### src/rtl/div_pkg.sv
`timescale 1ns/1ps
package div_pkg;

    typedef enum logic [1:0] {
        OP_SQUO = 2'd0,
        OP_UQUO = 2'd1,
        OP_SREM = 2'd2,
        OP_UREM = 2'd3
    } div_op_e;

    typedef enum logic [1:0] {
        ST_IDLE = 2'd0,
        ST_RUN  = 2'd1,
        ST_FIX  = 2'd2
    } div_state_e;

    // Per-request control carried from acceptance to result fix-up
    typedef struct packed {
        logic want_rem;
        logic word;
        logic neg_quo;
        logic neg_rem;
    } div_ctl_t;

    function automatic logic op_signed(input div_op_e o);
        return (o == OP_SQUO) || (o == OP_SREM);
    endfunction

    function automatic logic op_rem(input div_op_e o);
        return (o == OP_SREM) || (o == OP_UREM);
    endfunction

endpackage

### src/rtl/div_operand_prep.sv
`timescale 1ns/1ps
module div_operand_prep
    import div_pkg::*;
#(
    parameter int XLEN = 64
) (
    input  logic [1:0]      op,
    input  logic            word,
    input  logic [XLEN-1:0] a,
    input  logic [XLEN-1:0] b,
    output div_ctl_t        ctl,
    output logic [XLEN-1:0] a_mag,
    output logic [XLEN-1:0] b_mag,
    output logic            special,
    output logic [XLEN-1:0] special_val
);
    localparam int HALF = XLEN / 2;

    div_op_e         op_e;
    logic            sgn;
    logic [HALF-1:0] a_lo, b_lo;
    logic [XLEN-1:0] a_sext, b_sext, a_ext, b_ext;
    logic            a_sb, b_sb, a_neg, b_neg;
    logic            zero_div, ovf;

    always_comb begin
        op_e   = div_op_e'(op);
        sgn    = op_signed(op_e);
        a_lo   = a[HALF-1:0];
        b_lo   = b[HALF-1:0];
        a_sext = {{HALF{a_lo[HALF-1]}}, a_lo};
        b_sext = {{HALF{b_lo[HALF-1]}}, b_lo};
        if (word) begin
            a_ext = sgn ? a_sext : {{HALF{1'b0}}, a_lo};
            b_ext = sgn ? b_sext : {{HALF{1'b0}}, b_lo};
            a_sb  = a_lo[HALF-1];
            b_sb  = b_lo[HALF-1];
        end else begin
            a_ext = a;
            b_ext = b;
            a_sb  = a[XLEN-1];
            b_sb  = b[XLEN-1];
        end
        a_neg = sgn & a_sb;
        b_neg = sgn & b_sb;
        a_mag = a_neg ? (XLEN'(0) - a_ext) : a_ext;
        b_mag = b_neg ? (XLEN'(0) - b_ext) : b_ext;

        zero_div = word ? (b_lo == '0) : (b == '0);
        if (word)
            ovf = sgn && (a_lo == {1'b1, {(HALF-1){1'b0}}}) && (b_lo == '1);
        else
            ovf = sgn && (a == {1'b1, {(XLEN-1){1'b0}}}) && (b == '1);
        special = zero_div | ovf;

        // The dividend, sign-extended in word mode, serves both special cases
        if (zero_div)
            special_val = op_rem(op_e) ? (word ? a_sext : a) : '1;
        else
            special_val = op_rem(op_e) ? '0 : (word ? a_sext : a);

        ctl.want_rem = op_rem(op_e);
        ctl.word     = word;
        ctl.neg_quo  = a_neg ^ b_neg;
        ctl.neg_rem  = a_neg;
    end
endmodule

### src/rtl/div_iter_core.sv
`timescale 1ns/1ps
module div_iter_core
    import div_pkg::*;
#(
    parameter int XLEN = 64
) (
    input  logic            clk,
    input  logic            rst,
    input  logic            load,
    input  logic            word,
    input  logic [XLEN-1:0] a_mag,
    input  logic [XLEN-1:0] b_mag,
    output logic            busy,
    output logic            fix_cycle,
    output logic [XLEN-1:0] quo,
    output logic [XLEN-1:0] rem
);
    localparam int HALF = XLEN / 2;
    localparam int CW   = $clog2(XLEN + 1);

    div_state_e      state_q;
    logic [CW-1:0]   cnt_q;
    logic [XLEN-1:0] quo_q, rem_q, den_q;
    logic [XLEN:0]   shifted, diff;
    logic            take;

    always_comb begin
        shifted = {rem_q, quo_q[XLEN-1]};
        diff    = shifted - {1'b0, den_q};
        take    = ~diff[XLEN];
    end

    always_ff @(posedge clk) begin
        if (rst) begin
            state_q <= ST_IDLE;
            cnt_q   <= '0;
            quo_q   <= '0;
            rem_q   <= '0;
            den_q   <= '0;
        end else begin
            case (state_q)
                ST_IDLE: begin
                    if (load) begin
                        // Word operands are left-aligned so their top bit goes first
                        quo_q   <= word ? {a_mag[HALF-1:0], {HALF{1'b0}}} : a_mag;
                        rem_q   <= '0;
                        den_q   <= b_mag;
                        cnt_q   <= word ? CW'(HALF) : CW'(XLEN);
                        state_q <= ST_RUN;
                    end
                end
                ST_RUN: begin
                    rem_q <= take ? diff[XLEN-1:0] : shifted[XLEN-1:0];
                    quo_q <= {quo_q[XLEN-2:0], take};
                    cnt_q <= cnt_q - 1'b1;
                    if (cnt_q == CW'(1))
                        state_q <= ST_FIX;
                end
                default: state_q <= ST_IDLE;
            endcase
        end
    end

    assign busy      = (state_q != ST_IDLE);
    assign fix_cycle = (state_q == ST_FIX);
    assign quo       = quo_q;
    assign rem       = rem_q;
endmodule

### src/rtl/div_result_fix.sv
`timescale 1ns/1ps
module div_result_fix
    import div_pkg::*;
#(
    parameter int XLEN = 64
) (
    input  div_ctl_t        ctl,
    input  logic [XLEN-1:0] quo,
    input  logic [XLEN-1:0] rem,
    output logic [XLEN-1:0] res
);
    localparam int HALF = XLEN / 2;

    logic [XLEN-1:0] raw, val;
    logic            neg;

    always_comb begin
        raw = ctl.want_rem ? rem : quo;
        neg = ctl.want_rem ? ctl.neg_rem : ctl.neg_quo;
        if (ctl.word)
            raw = {{HALF{1'b0}}, raw[HALF-1:0]};
        val = neg ? (XLEN'(0) - raw) : raw;
        res = ctl.word ? {{HALF{val[HALF-1]}}, val[HALF-1:0]} : val;
    end
endmodule

### src/rtl/radix2_divider.sv
`timescale 1ns/1ps
module radix2_divider
    import div_pkg::*;
#(
    parameter int XLEN = 64
) (
    input  logic            clk,
    input  logic            rst,
    input  logic            start,
    input  logic [1:0]      op,
    input  logic            word_mode,
    input  logic [XLEN-1:0] dividend,
    input  logic [XLEN-1:0] divisor,
    output logic [XLEN-1:0] result,
    output logic            done
);
    div_ctl_t        ctl_in, ctl_q;
    logic [XLEN-1:0] a_mag, b_mag, special_val, quo, rem, fixed;
    logic            special, busy_w, fix_cycle, accept;

    div_operand_prep #(.XLEN(XLEN)) prep_i (
        .op          (op),
        .word        (word_mode),
        .a           (dividend),
        .b           (divisor),
        .ctl         (ctl_in),
        .a_mag       (a_mag),
        .b_mag       (b_mag),
        .special     (special),
        .special_val (special_val)
    );

    assign accept = start & ~busy_w;

    div_iter_core #(.XLEN(XLEN)) core_i (
        .clk       (clk),
        .rst       (rst),
        .load      (accept & ~special),
        .word      (word_mode),
        .a_mag     (a_mag),
        .b_mag     (b_mag),
        .busy      (busy_w),
        .fix_cycle (fix_cycle),
        .quo       (quo),
        .rem       (rem)
    );

    div_result_fix #(.XLEN(XLEN)) fix_i (
        .ctl (ctl_q),
        .quo (quo),
        .rem (rem),
        .res (fixed)
    );

    always_ff @(posedge clk) begin
        if (rst) begin
            ctl_q  <= '0;
            result <= '0;
            done   <= 1'b0;
        end else begin
            done <= 1'b0;
            if (accept)
                ctl_q <= ctl_in;
            if (accept && special) begin
                result <= special_val;
                done   <= 1'b1;
            end else if (fix_cycle) begin
                result <= fixed;
                done   <= 1'b1;
            end
        end
    end
endmodule

### config.mk
export PLATFORM = sky130hd
export DESIGN_NAME = radix2_divider
export DESIGN_NICKNAME = d
export VERILOG_FILES = /design/src/rtl/div_pkg.sv /design/src/rtl/div_operand_prep.sv /design/src/rtl/div_iter_core.sv /design/src/rtl/div_result_fix.sv /design/src/rtl/radix2_divider.sv
export SDC_FILE = /design/constraint.sdc
export NUM_CORES = 1
export LEC_CHECK = 0
export CORE_MARGIN = 1.5
export CORE_UTILIZATION = 35
export DETAILED_ROUTE_END_ITERATION = 16
export GPL_ROUTABILITY_DRIVEN = 0
export SLEW_MARGIN = 20
export SYNTH_ARGS = -nofsm -noshare
export SYNTH_HDL_FRONTEND = slang
export SYNTH_SLANG_ARGS = --single-unit
### constraint.sdc
create_clock -name clk -period 5.4 [get_ports clk]
set_clock_uncertainty 0.15 [all_clocks]
set_input_delay 1.35 -clock clk [delete_from_list [all_inputs] [get_ports clk]]
set_output_delay 1.35 -clock clk [all_outputs]
set_load 0.05 [all_outputs]
# Word-level counts from Yosys, hierarchy flattened
# Index checks and enable logic that the tools add are counted.
# word_totals
ff_bits	270
latchBits	0
mem_bits_ro	0
mem_bits_rw	0
wordCells	88
memories	0
# classes
n_eq_ne	11
muxes	35
reduce_logical	17
shifts	0
bitwise_logic	9
n_lt_le_gt_ge	0
add_sub_neg	5
n_mul	0
div	0
# op_table
op	count
64-bit 2-to-1 mux	20
64-bit case mux with 2 select lines	2
1-bit by 64-bit subtractor with 64-bit output (first input constant)	3
64-bit equality test (second input constant)	2
65-bit by 64-bit subtractor with 65-bit output	1
32-bit equality test (second input constant)	2
64-bit zero test	1
32-bit zero test	1
7-bit 2-to-1 mux	2
7-bit case mux with 2 select lines	1
7-bit by 1-bit equality test with 1-bit output (second input constant)	1
1-bit 2-to-1 mux	7
7-bit by 1-bit subtractor with 7-bit output (second input constant)	1
2-bit equality test (second input constant)	3
2-bit AND reduction	3
2-bit nonzero test	3
1-bit logical AND	5
1-bit bitwise AND	4
2-bit zero test	2
2-bit 2-to-1 mux	2
2-bit by 1-bit != test with 1-bit output (second input constant)	2
2-bit case mux with 2 select lines	1
1-bit inverter	3
2-bit by 1-bit equality test with 1-bit output (second input constant)	1
3 further kinds	4

# Longest topological paths before layout
# Gate-level depths: netlist of run 1.
# depth
depth_word	10
depth_mapped	20
mapped_depth_nobuf	15

# Hierarchy
# Synthesis of run 1 repeated with hierarchy kept, for this count alone.
# unflattened
cells_unflattened	3229
area_unflattened_um2	23493.8
# modules_own_cells
module	cells_each	area_per_inst_um2	seq_area_each_um2	instances
div_iter_core	1624	12125.4	4023.9	1
div_operand_prep	818	4963.5	0.0	1
div_result_fix	483	3342.0	0.0	1
radix2_divider	304	3062.9	1381.3	1

# Least setup slack after synthesis of run 1
# OpenSTA, ideal clock, no wires.
# synth_path
path_kind	reg2reg
from	register ctl_q[3] (netlist bit)
to	register result[60]
t_arrival_ns	4.397
slack_ns	0.738
path_stages_with_launch	21
required_ns	5.134
path_cell_list	dfxtp_1 buf_6 buf_6 buf_2 buf_2 buf_2 buf_2 buf_2 buf_2 mux2i_1 ha_1 inv_1 or4_4 nor4b_4 and3_4 nand2_2 nor3_1 a21oi_1 xor2_1 o21ai_1 a31o_1
# synth_via
elab_chain_cells	7
word_cells_on_any_way	8
classes_between	add/sub: 1; mux: 7
# synth_lines
element	line	rtl
start: declaration	radix2_divider.sv:17	div_ctl_t ctl_in, ctl_q;
start signal: assignment	radix2_divider.sv:63	ctl_q <= ctl_in;
64-bit 2-to-1 mux	div_result_fix.sv:18	raw = ctl.want_rem ? rem : quo;
64-bit 2-to-1 mux	div_result_fix.sv:20	if (ctl.word)
1-bit by 64-bit subtractor with 64-bit output	div_result_fix.sv:22	val = neg ? (XLEN'(0) - raw) : raw;
64-bit 2-to-1 mux *	div_result_fix.sv:22	
64-bit 2-to-1 mux *	div_result_fix.sv:23	res = ctl.word ? {{HALF{val[HALF-1]}}, val[HALF-1:0]} : val;
64-bit 2-to-1 mux *	radix2_divider.sv:67	end else if (fix_cycle) begin
64-bit 2-to-1 mux *	radix2_divider.sv:64	if (accept && special) begin
end signal: assignment	radix2_divider.sv:65	result <= special_val;
end signal: assignment	radix2_divider.sv:68	result <= fixed;
end: declaration	radix2_divider.sv:14	output logic [XLEN-1:0] result,
# Mark *: on every way between the ends. The rest lies on a longest branch, timed or not. The select of a mux whose other input is x is not followed.
# A chain may end at the register's enable or synchronous reset.

# Worst setup path after layout of run 1
# layout_path
from	input divisor[43]
to	register result[62]
# layout_via
elab_chain_cells	6
word_cells_on_any_way	10
classes_between	eq/ne: 1; mux: 4; bitwise: 1; reduce/logical: 4
# layout_lines
element	line	rtl
start: declaration	radix2_divider.sv:13	input logic [XLEN-1:0] divisor,
64-bit equality test	div_operand_prep.sv:53	ovf = sgn && (a == {1'b1, {(XLEN-1){1'b0}}}) && (b == '1);
1-bit logical AND	div_operand_prep.sv:53	
1-bit 2-to-1 mux	div_operand_prep.sv:50	if (word)
1-bit bitwise OR	div_operand_prep.sv:54	special = zero_div | ovf;
1-bit logical AND	radix2_divider.sv:64	
64-bit 2-to-1 mux or 2-bit nonzero test (tied branches)	-	
# Several ways; a longest one is shown, not always the timed one.

==> results.md, run 1 <==
- Status: finished, final reports clean
- Final ANT Viol Nets: 0
- Syn_area_per_cell: 7.219 um2
- Hold WC Path Type: reg -> reg
- Most frequent cells after synthesis: 363 x nor2_1, 317 x nand2_1, 295 x a21oi_1
- Initial antenna violation count: 2
- Clock root buffer: clkbuf_16
- Final WL: approximately 87,000 um
- DIE HEIGHT: ~250 um
- CTS Buf Count: 35
- MaxCap Viol Count: 0
- Layer with the highest usage: met2
- Largest fanout on the critical path: 12
- RSZ-0062 raised after global routing: false
- Startpoint Class: input pin
- Largest net degree at the start of global routing: 91
- # rows: just over 90
- Crit-path slowest cell: or4_1
- Global-route met1 utilization: between 30% and 40%
- Final setup vio count: 0
- Post-CTS Setup Bufs: 0
- First-pass DRT Iterations: 6
- Fmax achieved: around 210 MHz
- Vias in the first global route: between 20,000 and 25,000
- Clock sinks: 270
- Ys async rst share: 0%
- Critical path's largest stage delay: about 630 ps
- Synth area leaders: dfxtp_1 25%, a21oi_1 6.7%, nor2_1 6.2%, nand2_1 5.4%, xnor2_1 5.3%
- Synthesis-stage register bit count: 270
- Placeable core region: 61,710 um2
- Post-Syn Nets: between 3,000 and 4,000
- Final #Nets: around 3,300
- Synthesized cell area: between 20,000 and 25,000 um2
- Post-Syn Instances: ~3,000
- Top-Level Pins: approximately 200
- Yosys warnings: 0
- Most common flop cell mapped by yosys: dfxtp_1
- Hold buffers post-CTS: 0
- DRC Markers: 0
- Synth area leader: dfxtp_1
- Hold Path Depth: 2
- CP most frequent cell: nand2_1
- Pwr Density: 352.1 nW/um2
- Clock latency on the worst-skew pair: around 570 ps
- Setup tns final: 0 ps
- Final Hold Viols: 0
- Post-synthesis cell type count: between 90 and 100
- Leak: roughly 9.5 nW
- Worst Path Required: around 5700 ps
- Worst relative slew slack: approximately 24%
- Area grow syn2layout: 18.99%
- Crit path cell chain: clkdlybuf4s50_1 -> or4_1 -> nor4b_2 -> a31oi_1 -> nor3_4 -> nand2_1 -> nand2_1 -> o21ai_0 -> a21oi_1 -> a22oi_1 -> nor2_1
- Max IR drop VDD: approximately 0.25 mV
- R2R cell count: 17
- Vias: between 20,000 and 25,000
- Crit path time final: 4663 ps
- Power Total: ~9.2 mW
- CTS tree: built
- DP HPWL: ~66,000 um
- Initial Util: about 35%
- Met2 usage: around two fifths
- # port buffers: between 150 and 200
- CP arrival: ~5000 ps
- Storage element area: 5410 um2
- M3 GR Usage: under 10%
- CP Class: in -> reg
- Crit. End Element: flip-flop
- Ratio of final minimum period to clock period: 86.35%
- Post-CTS sizing: 0
- H-Tree Depth: 2
- Actual slew at the worst max-slew pin: around 1100 ps
- # fillers: 6,444
- Routed len/inst: about 22 um
- DRT iter0 DRCs: approximately 2,700
- Register area share after synthesis: 24.70%
- Slew Viols, Final: 0
- Share of post-route cells with drive strength above 1: under 10%
- First-pass GRT wire length: approximately 130,000 um
- Top-count cell post-synth: nor2_1
- Util after Layout: 42.19%
- EDFF count, synth: 0
- CTS max path bufs: 3
- Vias per std cell: just under 6
- Final global-route overflow total: 0
- Chip width: about 250 um
- Multi-input logic area: 15,260 um2
- Clk slew on worst S/H paths: 60 ps
- Share of the synthesized area in the top cell type: around 25%
- Global Route Usage Sum: 26.28%
- Die footprint: between 60,000 and 70,000 um2
==> layer usage <==
| metal | share of wire, % | vias up |
|---|---|---|
| met1 | 46 | 10930 |
| met5 | 0.015 | - |
| li1 | - | 11200 |
| met4 | 3.6 | 2 |
| met2 | 42 | 1164 |
| met3 | 8.4 | 155 |
==> area by class of cell <==
| type | count | share of cell area [%] |
|---|---|---|
| Sequential cell | 270 | 20.78 |
| Multi-Input combinational cell | 2447 | 58.61 |
| Tap cell | 837 | 4.022 |
| Clock buffer | 51 | 4.061 |
| Timing Repair Buffer | 289 | 10.66 |
| Clock inverter | 8 | 0.4037 |
| Inverter | 100 | 1.442 |
| Antenna cell | 2 | 0.01922 |
==> cell usage in the layout, fill, tap and decap left out, drive strengths merged, types with 39 or more instances in the layout <==
cell type	count
o211ai	39
buf	93
nor3	151
o21ai	217
nand2	318
mux2i	117
clkdlybuf4s50	196
xor2	99
clkbuf	51
a211oi	105
inv	101
nand3	50
xnor2	133
ha	70
nor2	366
nor4	40
a21oi	297
dfxtp	270
nand4	42
==> through the flow <==
step,hold slack (ps),cell area (um2),setup WS [ps],std cells
6_report,306.6,26040,737.2,4004
5_1_grt,321.9,26040,447.6,4003
4_1_cts,305.6,26030,798.7,4002
3_5_place_dp,294.3,24870,282.5,3943
3_3_place_gp,290.2,24870,295.7,3943
2_1_floorplan,275.5,21880,737.9,3031
==> path summary, 6_finish.rpt <==
kind / start / endpoint / slack [ps]
max reg2reg: core_i.quo[63] / core_i.rem[56] / 830
min reg2reg: core_i.den_q[38] / core_i.den_q[38] / 310
max: divisor[43] / result[62] / 740
min: core_i.den_q[38] / core_i.den_q[38] / 310
==> power breakdown <==
part           switching (mW)  total, mW  internal (mW)
clock network           0.977       2.43           1.45
logic                    2.54       4.32           1.78
registers               0.248       2.42           2.17
==> critical path, delay by kind of cell <==
| family | cells | cell delay, ps |
|---|---|---|
| and+or+nand+nor | 6 | 2200 |
| AOI/OAI and AO/OA | 4 | 940 |
| buffers and inverters | 1 | 510 |
==> sequential cells by signal, indices dropped and copies added (netlist names) <==
name	count
result	64
core_i.rem	64
done	1
core_i.den_q	64
ctl_q	4
core_i.state_q	2
core_i.cnt_q	7
core_i.quo	64
==> logic make-up (layout without fill, tap and decap cells) <==
group                    count (synthesis)  in the layout  synth area share, %
AND/OR/NAND/NOR                       1100           1100                23.61
other                                    0              2                    0
buffers and inverters                  314            448                5.878
adder cells (fa/ha/maj)                 75             75                4.277
XOR/XNOR                               232            232                9.320
flip-flops                             270            270                24.70
AO/OA/AOI/OAI                          915            915                26.42
multiplexers                           125            125                5.798
Note: power is estimated with default switching activity, not from simulation.
==> run 2, diff against run 1 <==
--- a/config.mk
+++ b/config.mk
@@ -9,7 +9,6 @@
 export CORE_UTILIZATION = 35
 export DETAILED_ROUTE_END_ITERATION = 16
 export GPL_ROUTABILITY_DRIVEN = 0
-export SLEW_MARGIN = 20
 export SYNTH_ARGS = -nofsm -noshare
 export SYNTH_HDL_FRONTEND = slang
 export SYNTH_SLANG_ARGS = --single-unit
==> run 2 against run 1 <==
  * First-iteration DRC count is essentially flat
  * Via count down 0.23%
  * Final cell count did not move
  * Routed wire length about the same
  * Sequential share of layout area about the same
  * Largest cell class unchanged
==> results.md, run 2 (synthesis gave the netlist of run 1 again) <==
- Final #Nets: 3,348 (unchanged)
- CTS max path bufs: 3 (unchanged)
- Final WL: 86,670 um (about the same)
- Post-CTS Setup Bufs: 0 (unchanged)
- Dpl cells: 3,943 (unchanged)
- Chip width: 253.0 um (unchanged)
- Hold slack: 306.8 ps (+0.1540 ps)
- First-pass DRT Iterations: 6 (unchanged)
- Finished Layout Cells: 4,004 (unchanged)
- Final ANT Viol Nets: 0 (unchanged)
- Area grow syn2layout: 18.98% (about the same)
- CTS Buf Count: 35 (unchanged)
- Placeable core region: 61,710 um2 (unchanged)
- # rows: 91 (unchanged)
- Fmax achieved: 214.1 MHz (-0.16%)
- # port buffers: 198 (unchanged)
- Critical path's largest stage delay: 630 ps (about the same)
- Power Total: 9.166 mW (about the same)
- Slew Viols, Final: 0 (unchanged)
- CP most frequent cell: nand2_1
- Storage element area: 5410 um2 (unchanged)
- Commonest cells after routing, fill and taps aside: 363 x nor2_1, 316 x nand2_1, 294 x a21oi_1
- Largest fanout on the critical path: 12 (unchanged)
- Max IR drop VDD: 0.2505 mV (about the same)
- Post-CTS sizing: 0 (unchanged)
- Top-Level Pins: 199 (unchanged)
- Clock latency on the worst-skew pair: 570 ps (about the same)
- CTS tree: built
- Multi-input logic area: 15,260 um2 (about the same)
- Crit path time final: 4670 ps (+7.278 ps)
- CP arrival: 5010 ps (about the same)
- RSZ-0062 raised after global routing: false
- Commonest non-fill, non-tap cell in the layout: nor2_1
- Clk slew on worst S/H paths: 60 ps (about the same)
- Actual slew at the worst max-slew pin: 1177 ps (+44.62 ps)
- DIE HEIGHT: 253.0 um (unchanged)
- Routed len/inst: 21.65 um (about the same)
- Ratio of final minimum period to clock period: 86.48% (+0.13 points)
- Worst relative slew slack: 21.26% (-3.0 points)
- Crit path buffers/inverters: 1 (unchanged)
- Worst Path Required: 5740 ps (about the same)
- Crit path cell chain: clkdlybuf4s50_1 -> or4_1 -> nor4b_2 -> a31oi_1 -> nor3_4 -> nand2_1 -> nand2_1 -> o21ai_0 -> a21oi_1 -> a22oi_1 -> nor2_1
- H-Tree Depth: 2 (unchanged)
- Startpoint Class: input pin
- Pwr Density: 352.1 nW/um2 (about the same)
- Largest net degree at the start of global routing: 91 (unchanged)
- Clock root buffer: clkbuf_16
- Share of post-route cells with drive strength above 1: 6.983% (-0.032 points)
- MaxCap Viol Count: 0 (unchanged)
- Crit-path slowest cell: or4_1
- # fillers: 6,444 (unchanged)
- Initial antenna violation count: 2 (unchanged)
- Leak: 9.501 nW (about the same)
- CP Class: in -> reg
- Die footprint: 64,030 um2 (unchanged)
- Initial Util: 35.46% (unchanged)
- First-pass GRT wire length: 131,600 um (unchanged)
- Hold WC Path Type: reg -> reg
- Clock sinks: 270 (unchanged)
- Hold buffers post-CTS: 0 (unchanged)
- Global Route Usage Sum: 26.28% (unchanged)
- Final Hold Viols: 0 (unchanged)
- Top delay family on crit path: simple AND/OR/NAND/NOR gates
- Vias in the first global route: 21,370 (unchanged)
- Final global-route overflow total: 0 (unchanged)
- Vias per std cell: 5.844 (-0.23%)
- DRC Markers: 0 (unchanged)
- DRT iter0 DRCs: 2,660 (+0.075%)
- Setup tns final: 0 ps (unchanged)
- Crit. End Element: flip-flop
- Final setup vio count: 0 (unchanged)
- Status: finished, final reports clean
- Vias: 23,400 (-0.23%)
- DP HPWL: 65,980 um (unchanged)
==> run 2: cell counts in the layout (fill, tap and decap cells not counted) <==
Identical to the previous run, type by type.
==> run 2: area by class of cell <==
type | instances | share of cell area, %
Inverter | 100 | 1.442
Sequential cell | 270 | 20.78
Clock inverter | 8 | 0.4037
Multi-Input combinational cell | 2447 | 58.61
Timing Repair Buffer | 289 | 10.66
Tap cell | 837 | 4.022
Clock buffer | 51 | 4.061
Antenna cell | 2 | 0.01922
==> run 2: worst paths after layout <==
kind	from	to	slack [ps]	cells past startpoint
max	divisor[43]	result[62]	730	11
min	core_i.den_q[38]	core_i.den_q[38]	310	2
max reg2reg	core_i.quo[63]	core_i.rem[56]	830	17
min reg2reg	core_i.den_q[38]	core_i.den_q[38]	310	2
==> run 2: power by group <==
| part | total (mW) | switching (mW) | internal, mW |
|---|---|---|---|
| registers | 2.42 | 0.248 | 2.17 |
| clock network | 2.43 | 0.978 | 1.45 |
| logic | 4.32 | 2.54 | 1.78 |
| total | 9.17 | 3.76 | 5.40 |
==> run 2: worst reg2reg max path, delay by kind of cell (launching register included) <==
kind / cells / cell delay [ps]
AO/OA/AOI/OAI: 7 / 1690
buffers and inverters: 4 / 650
adder cells (fa/ha/maj): 2 / 590
XOR/XNOR: 1 / 530
flip-flops: 1 / 340
AND/OR/NAND/NOR: 2 / 260
multiplexers: 1 / 210
==> run 2: metal layers <==
metal | track usage, % | share of wire, % | up-vias
li1 | - | - | 11210
met1 | 38.16 | 46 | 10910
met2 | 38.89 | 42 | 1131
met3 | 3.731 | 8.5 | 153
met4 | 9.957 | 3.6 | 2
met5 | 0 | 0.015 | -
==> run 2: stage by stage <==
| stage | worst slack [ps] | util (%) | cell area, um2 |
|---|---|---|---|
| after floorplan | 737.9 | - | 21880 |
| after global placement | 295.7 | 40.30 | 24870 |
| after detailed placement | 282.5 | 40.30 | 24870 |
| after CTS | 798.7 | 42.18 | 26030 |
| after global routing | 453.0 | 42.18 | 26030 |
| final | 729.9 | 42.19 | 26040 |
